### src/rtl/irq_pkg.sv
package irq_pkg;
  // Control state kept by the gate: global enable and post-return gap.
  typedef struct packed {
    logic gie;
    logic gap;
  } irq_ctl_t;
endpackage

### src/rtl/irq_flags.sv
module irq_flags #(
  parameter int          NUM_SRC    = 4,
  parameter logic [NUM_SRC-1:0] LEVEL_MASK = '0
) (
  input  logic               clk,
  input  logic               rst_n,
  input  logic [NUM_SRC-1:0] src_i,
  input  logic [NUM_SRC-1:0] w1c_i,
  input  logic [NUM_SRC-1:0] take_i,
  output logic [NUM_SRC-1:0] flag_o,
  output logic [NUM_SRC-1:0] raw_req_o
);
  for (genvar i = 0; i < NUM_SRC; i++) begin : g_src
    if (LEVEL_MASK[i]) begin : g_level
      assign flag_o[i]    = 1'b0;
      assign raw_req_o[i] = src_i[i];
    end else begin : g_event
      logic flag_q, flag_d;
      always_comb begin
        flag_d = flag_q;
        if (w1c_i[i] || take_i[i]) flag_d = 1'b0;
        if (src_i[i])              flag_d = 1'b1;
      end
      always_ff @(posedge clk or negedge rst_n) begin
        if (!rst_n) flag_q <= 1'b0;
        else        flag_q <= flag_d;
      end
      assign flag_o[i]    = flag_q;
      assign raw_req_o[i] = flag_q;

      AST_FLAG_HELD: assert property (@(posedge clk) disable iff (!rst_n)
        (flag_q && !w1c_i[i] && !take_i[i]) |=> flag_q);
      AST_FLAG_CLEARS: assert property (@(posedge clk) disable iff (!rst_n)
        ((w1c_i[i] || take_i[i]) && !src_i[i]) |=> !flag_q);
      AST_EVENT_SETS: assert property (@(posedge clk) disable iff (!rst_n)
        src_i[i] |=> flag_q);
    end
  end
endmodule

### src/rtl/irq_prio.sv
module irq_prio #(
  parameter int NUM_SRC = 4,
  localparam int IDX_W  = (NUM_SRC > 1) ? $clog2(NUM_SRC) : 1
) (
  input  logic [NUM_SRC-1:0] req_i,
  output logic               any_o,
  output logic [IDX_W-1:0]   idx_o,
  output logic [NUM_SRC-1:0] grant_o
);
  always_comb begin
    idx_o   = '0;
    grant_o = '0;
    for (int i = NUM_SRC - 1; i >= 0; i--) begin
      if (req_i[i]) begin
        idx_o   = IDX_W'(i);
        grant_o = '0;
        grant_o[i] = 1'b1;
      end
    end
    any_o = |req_i;
  end
endmodule

### src/rtl/irq_gate.sv
module irq_gate
  import irq_pkg::*;
(
  input  logic clk,
  input  logic rst_n,
  input  logic boundary_i,
  input  logic any_i,
  input  logic gie_set_i,
  input  logic gie_clr_i,
  input  logic reti_i,
  output logic accept_o,
  output logic gie_o
);
  irq_ctl_t ctl_q, ctl_d;

  assign accept_o = boundary_i && ctl_q.gie && !ctl_q.gap && !gie_clr_i
                    && !reti_i && any_i;
  assign gie_o    = ctl_q.gie;

  always_comb begin
    ctl_d = ctl_q;
    if (accept_o || gie_clr_i)    ctl_d.gie = 1'b0;
    else if (gie_set_i || reti_i) ctl_d.gie = 1'b1;
    if (reti_i)                   ctl_d.gap = 1'b1;
    else if (boundary_i)          ctl_d.gap = 1'b0;
  end

  always_ff @(posedge clk or negedge rst_n) begin
    if (!rst_n) ctl_q <= '0;
    else        ctl_q <= ctl_d;
  end

  AST_DISABLE_NOW: assert property (@(posedge clk) disable iff (!rst_n)
    gie_clr_i |-> !accept_o);
  AST_ACCEPT_DROPS_GIE: assert property (@(posedge clk) disable iff (!rst_n)
    accept_o |=> !gie_o);
  AST_RETI_GAP: assert property (@(posedge clk) disable iff (!rst_n)
    reti_i |=> !accept_o);
  AST_CLR_BEATS_SET: assert property (@(posedge clk) disable iff (!rst_n)
    gie_clr_i |=> !gie_o);
endmodule

### src/rtl/irq_vec_ctrl.sv
module irq_vec_ctrl #(
  parameter int                 NUM_SRC    = 4,
  parameter int                 ADDR_W     = 12,
  parameter logic [ADDR_W-1:0]  BOOT_BASE  = 12'hC00,
  parameter logic [NUM_SRC-1:0] LEVEL_MASK = 4'b1000
) (
  input  logic               clk,
  input  logic               rst_n,
  input  logic [NUM_SRC-1:0] src_i,
  input  logic [NUM_SRC-1:0] src_en_i,
  input  logic [NUM_SRC-1:0] clr_w1c_i,
  input  logic               gie_set_i,
  input  logic               gie_clr_i,
  input  logic               reti_i,
  input  logic               boundary_i,
  input  logic               vec_boot_i,
  output logic               accept_o,
  output logic [ADDR_W-1:0]  vec_addr_o,
  output logic               gie_o,
  output logic [NUM_SRC-1:0] pend_o
);
  localparam int IDX_W = (NUM_SRC > 1) ? $clog2(NUM_SRC) : 1;

  logic [NUM_SRC-1:0] raw_req, req, grant, take;
  logic [IDX_W-1:0]   win_idx;
  logic               any_req;
  logic [ADDR_W-1:0]  tbl_base;

  irq_flags #(.NUM_SRC(NUM_SRC), .LEVEL_MASK(LEVEL_MASK)) u_flags (
    .clk(clk), .rst_n(rst_n), .src_i(src_i), .w1c_i(clr_w1c_i),
    .take_i(take), .flag_o(pend_o), .raw_req_o(raw_req));

  assign req = raw_req & src_en_i;

  irq_prio #(.NUM_SRC(NUM_SRC)) u_prio (
    .req_i(req), .any_o(any_req), .idx_o(win_idx), .grant_o(grant));

  irq_gate u_gate (
    .clk(clk), .rst_n(rst_n), .boundary_i(boundary_i), .any_i(any_req),
    .gie_set_i(gie_set_i), .gie_clr_i(gie_clr_i), .reti_i(reti_i),
    .accept_o(accept_o), .gie_o(gie_o));

  assign take       = grant & {NUM_SRC{accept_o}};
  assign tbl_base   = vec_boot_i ? BOOT_BASE : '0;
  assign vec_addr_o = tbl_base + (ADDR_W'(win_idx) + ADDR_W'(1)) * ADDR_W'(2);

  AST_ONE_WINNER: assert property (@(posedge clk) disable iff (!rst_n)
    accept_o |-> ($countones(take) == 1));
  AST_ENABLED_ONLY: assert property (@(posedge clk) disable iff (!rst_n)
    accept_o |-> ((take & ~src_en_i) == '0));
  AST_LEVEL_LIVE: assert property (@(posedge clk) disable iff (!rst_n)
    (accept_o && ((take & LEVEL_MASK) != '0)) |-> ((take & src_i) != '0));
  AST_LEVEL_NO_FLAG: assert property (@(posedge clk) disable iff (!rst_n)
    (pend_o & LEVEL_MASK) == '0);
  AST_ACCEPT_PULSE: assert property (@(posedge clk) disable iff (!rst_n)
    accept_o |=> !accept_o);
endmodule

### config.mk
export PLATFORM = sky130hd
export DESIGN_NAME = irq_vec_ctrl
export DESIGN_NICKNAME = d
export VERILOG_FILES = /design/src/rtl/irq_pkg.sv /design/src/rtl/irq_flags.sv /design/src/rtl/irq_prio.sv /design/src/rtl/irq_gate.sv /design/src/rtl/irq_vec_ctrl.sv
export SDC_FILE = /design/constraint.sdc
export NUM_CORES = 1
export LEC_CHECK = 0
export ABC_AREA = 1
export BUFFER_PORTS_ARGS = -buffer_cell sky130_fd_sc_hd__buf_2
export CORE_AREA = 2 2 39 41
export DETAILED_ROUTE_END_ITERATION = 12
export DIE_AREA = 0 0 41 43
export GPL_TIMING_DRIVEN = 0
export PLACE_DENSITY = 0.76
export SLEW_MARGIN = 20
export SYNTH_ARGS = -nofsm -noshare
export SYNTH_HDL_FRONTEND = slang
export SYNTH_HIERARCHICAL = 1
export SYNTH_SLANG_ARGS = --single-unit
### constraint.sdc
create_clock -name clk -period 3.45 [get_ports clk]
set_input_delay 0.1725 -clock clk [delete_from_list [all_inputs] [get_ports clk]]
set_output_delay 0.1725 -clock clk [all_outputs]
set_load 0.02 [all_outputs]
==> results.json <==
{
  "status": "complete, no violations",
  "startpoint_type": "flip-flop",
  "finalSetupViolations": 0,
  "skew_ps": 3.62,
  "rsz0062_at_grt": "false",
  "mostFrequentLayoutCells": "buf_2, nand2_1, inv_1, buf_4, conb_1",
  "crit_path_end_kind": "output pin",
  "finalCriticalPeriod_ps": 1650,
  "drt_first_pass_iters": 2,
  "clockBufferDepth": 2,
  "die_w_um": 41,
  "htreeDepth": 1,
  "grt_overflow": 0,
  "die_h_um": 43,
  "fin_tns_setup_ps": 0,
  "final_common_cell": "buf_2",
  "initial_core_util": 0.357,
  "final_layout_size_suffix_gt1_frac": 0.440,
  "die-area_um2": 1760,
  "ant_nets": 0,
  "rows": 14,
  "cts_resized": 0,
  "yosys_warnings": 6,
  "finish.net_count": 137,
  "cellLeakagePower_nw": 0.511,
  "vias_per_cell": 3.66,
  "grtUsageTotal": 0.127,
  "dp_slack_ps": 2020,
  "cp_max_fo": 4,
  "grt_max_degree": 6,
  "drt_iter0_drc": 7,
  "cts_buffers": 3,
  "worst_hold_slack_ps": 120,
  "postSynthAreaPerCell_um2": 6.18,
  "cts_tree": "done",
  "port_buffers": 25,
  "cap_violations": 0,
  "antennaDiodeCount": 0,
  "clkTransAtPathRegs_ps": 40,
  "p_per_area_nw_per_um2": 301,
  "ioPinCount": 37,
  "arrival_ps": 1470,
  "root_buffer": "clkbuf_4",
  "critical_path_required_ps": 3280,
  "clk_latency_ps": 240,
  "drc": 0,
  "wire_per_inst_um": 6.67,
  "crit_type": "reg -> out",
  "num-fill-cells": 144,
  "grt_pass1_wl_um": 1480,
  "finalHoldViolCount": 0,
  "fmax_mhz": 607,
  "setup_slack_ps": 1800,
  "routed_wirelength_um": 880,
  "core_area_um2": 1380,
  "timing.final.crit_share": 0.477,
  "ir_drop_mv": 0.222,
  "grt_pass1_vias": 442,
  "cts.sinks": 5,
  "hold_path.class": "in -> reg",
  "gp_congestion": 0.721,
  "area_growth_pct": 41.3,
  "postSynthCellCount": 80,
  "vias": 483,
  "antenna_found_initial": 0,
  "maxSlewViolCount": 0,
  "syn-cell-area_um2": 494
}
## per-layer routing
metal  share of wire  GRT usage  vias to the layer above
met4               0      0.100                        0
met2            0.54      0.219                       23
met3           0.084     0.0314                        0
met1            0.38      0.115                      190
li1                -          -                      270
met5               0          0                        -
## timing repair
action,CTS,global route
buffers inserted,0,0
hold buffers,1,0
hold endpoints to repair,5,0
## sequential cells by signal, indices dropped and copies added (netlist names)
name and flops:
u_flags/g_src.g_event.flag_q 3, u_gate/gie_o 1, u_gate/ctl_q 1
## power by group
part	total [mW]	switching [mW]	internal, mW
registers	0.0671	0.00342	0.0636
clock network	0.0653	0.0217	0.0436
logic	0.0776	0.0422	0.0354
total	0.210	0.0673	0.143
## layout make-up
type                       instances  area (um^2)  share of cell area
multi-input combinational         42          178               0.254
inverter                          21         78.8               0.113
clock buffer                       4         26.3              0.0376
buffer                            18          135               0.194
tap                               16         20.0              0.0287
sequential                         5          125               0.179
timing repair buffer              26          135               0.194
## per-stage QoR
stage,util,power (mW),area (um^2),instances
after floorplan,-,0.124,517,86
after global placement,0.478,0.143,662,127
after detailed placement,0.478,0.145,662,127
after CTS,0.505,0.214,698,132
after global routing,0.505,0.227,698,132
final,0.505,0.210,698,132
## path summary, 6_finish.rpt
path	start	end	slack (ps)	cells after the start
min in group asynchronous	rst_n	u_flags/g_src[1].g_event.flag_q$_DFFE_PN0P_	280	2
max reg2reg	u_flags/g_src[2].g_event.flag_q$_DFFE_PN0P_	u_flags/g_src[0].g_event.flag_q$_DFFE_PN0P_	2020	14
min	src_i[2]	u_flags/g_src[2].g_event.flag_q$_DFFE_PN0P_	120	3
max in group asynchronous	rst_n	u_gate/gie_o$_DFFE_PN0P_	3030	2
min reg2reg	u_flags/g_src[2].g_event.flag_q$_DFFE_PN0P_	u_flags/g_src[2].g_event.flag_q$_DFFE_PN0P_	500	2
max	u_flags/g_src[0].g_event.flag_q$_DFFE_PN0P_	vec_addr_o[2]	1800	8
## worst max-delay path: stages (launching register included)
cell	delay (ps)
dfrtp_1	390
buf_4	130
nand2_1	50
inv_1	50
inv_2	70
nand2_1	60
nand2_1	90
ha_1	230
buf_2	160
Power figures use the tool's default switching activity.
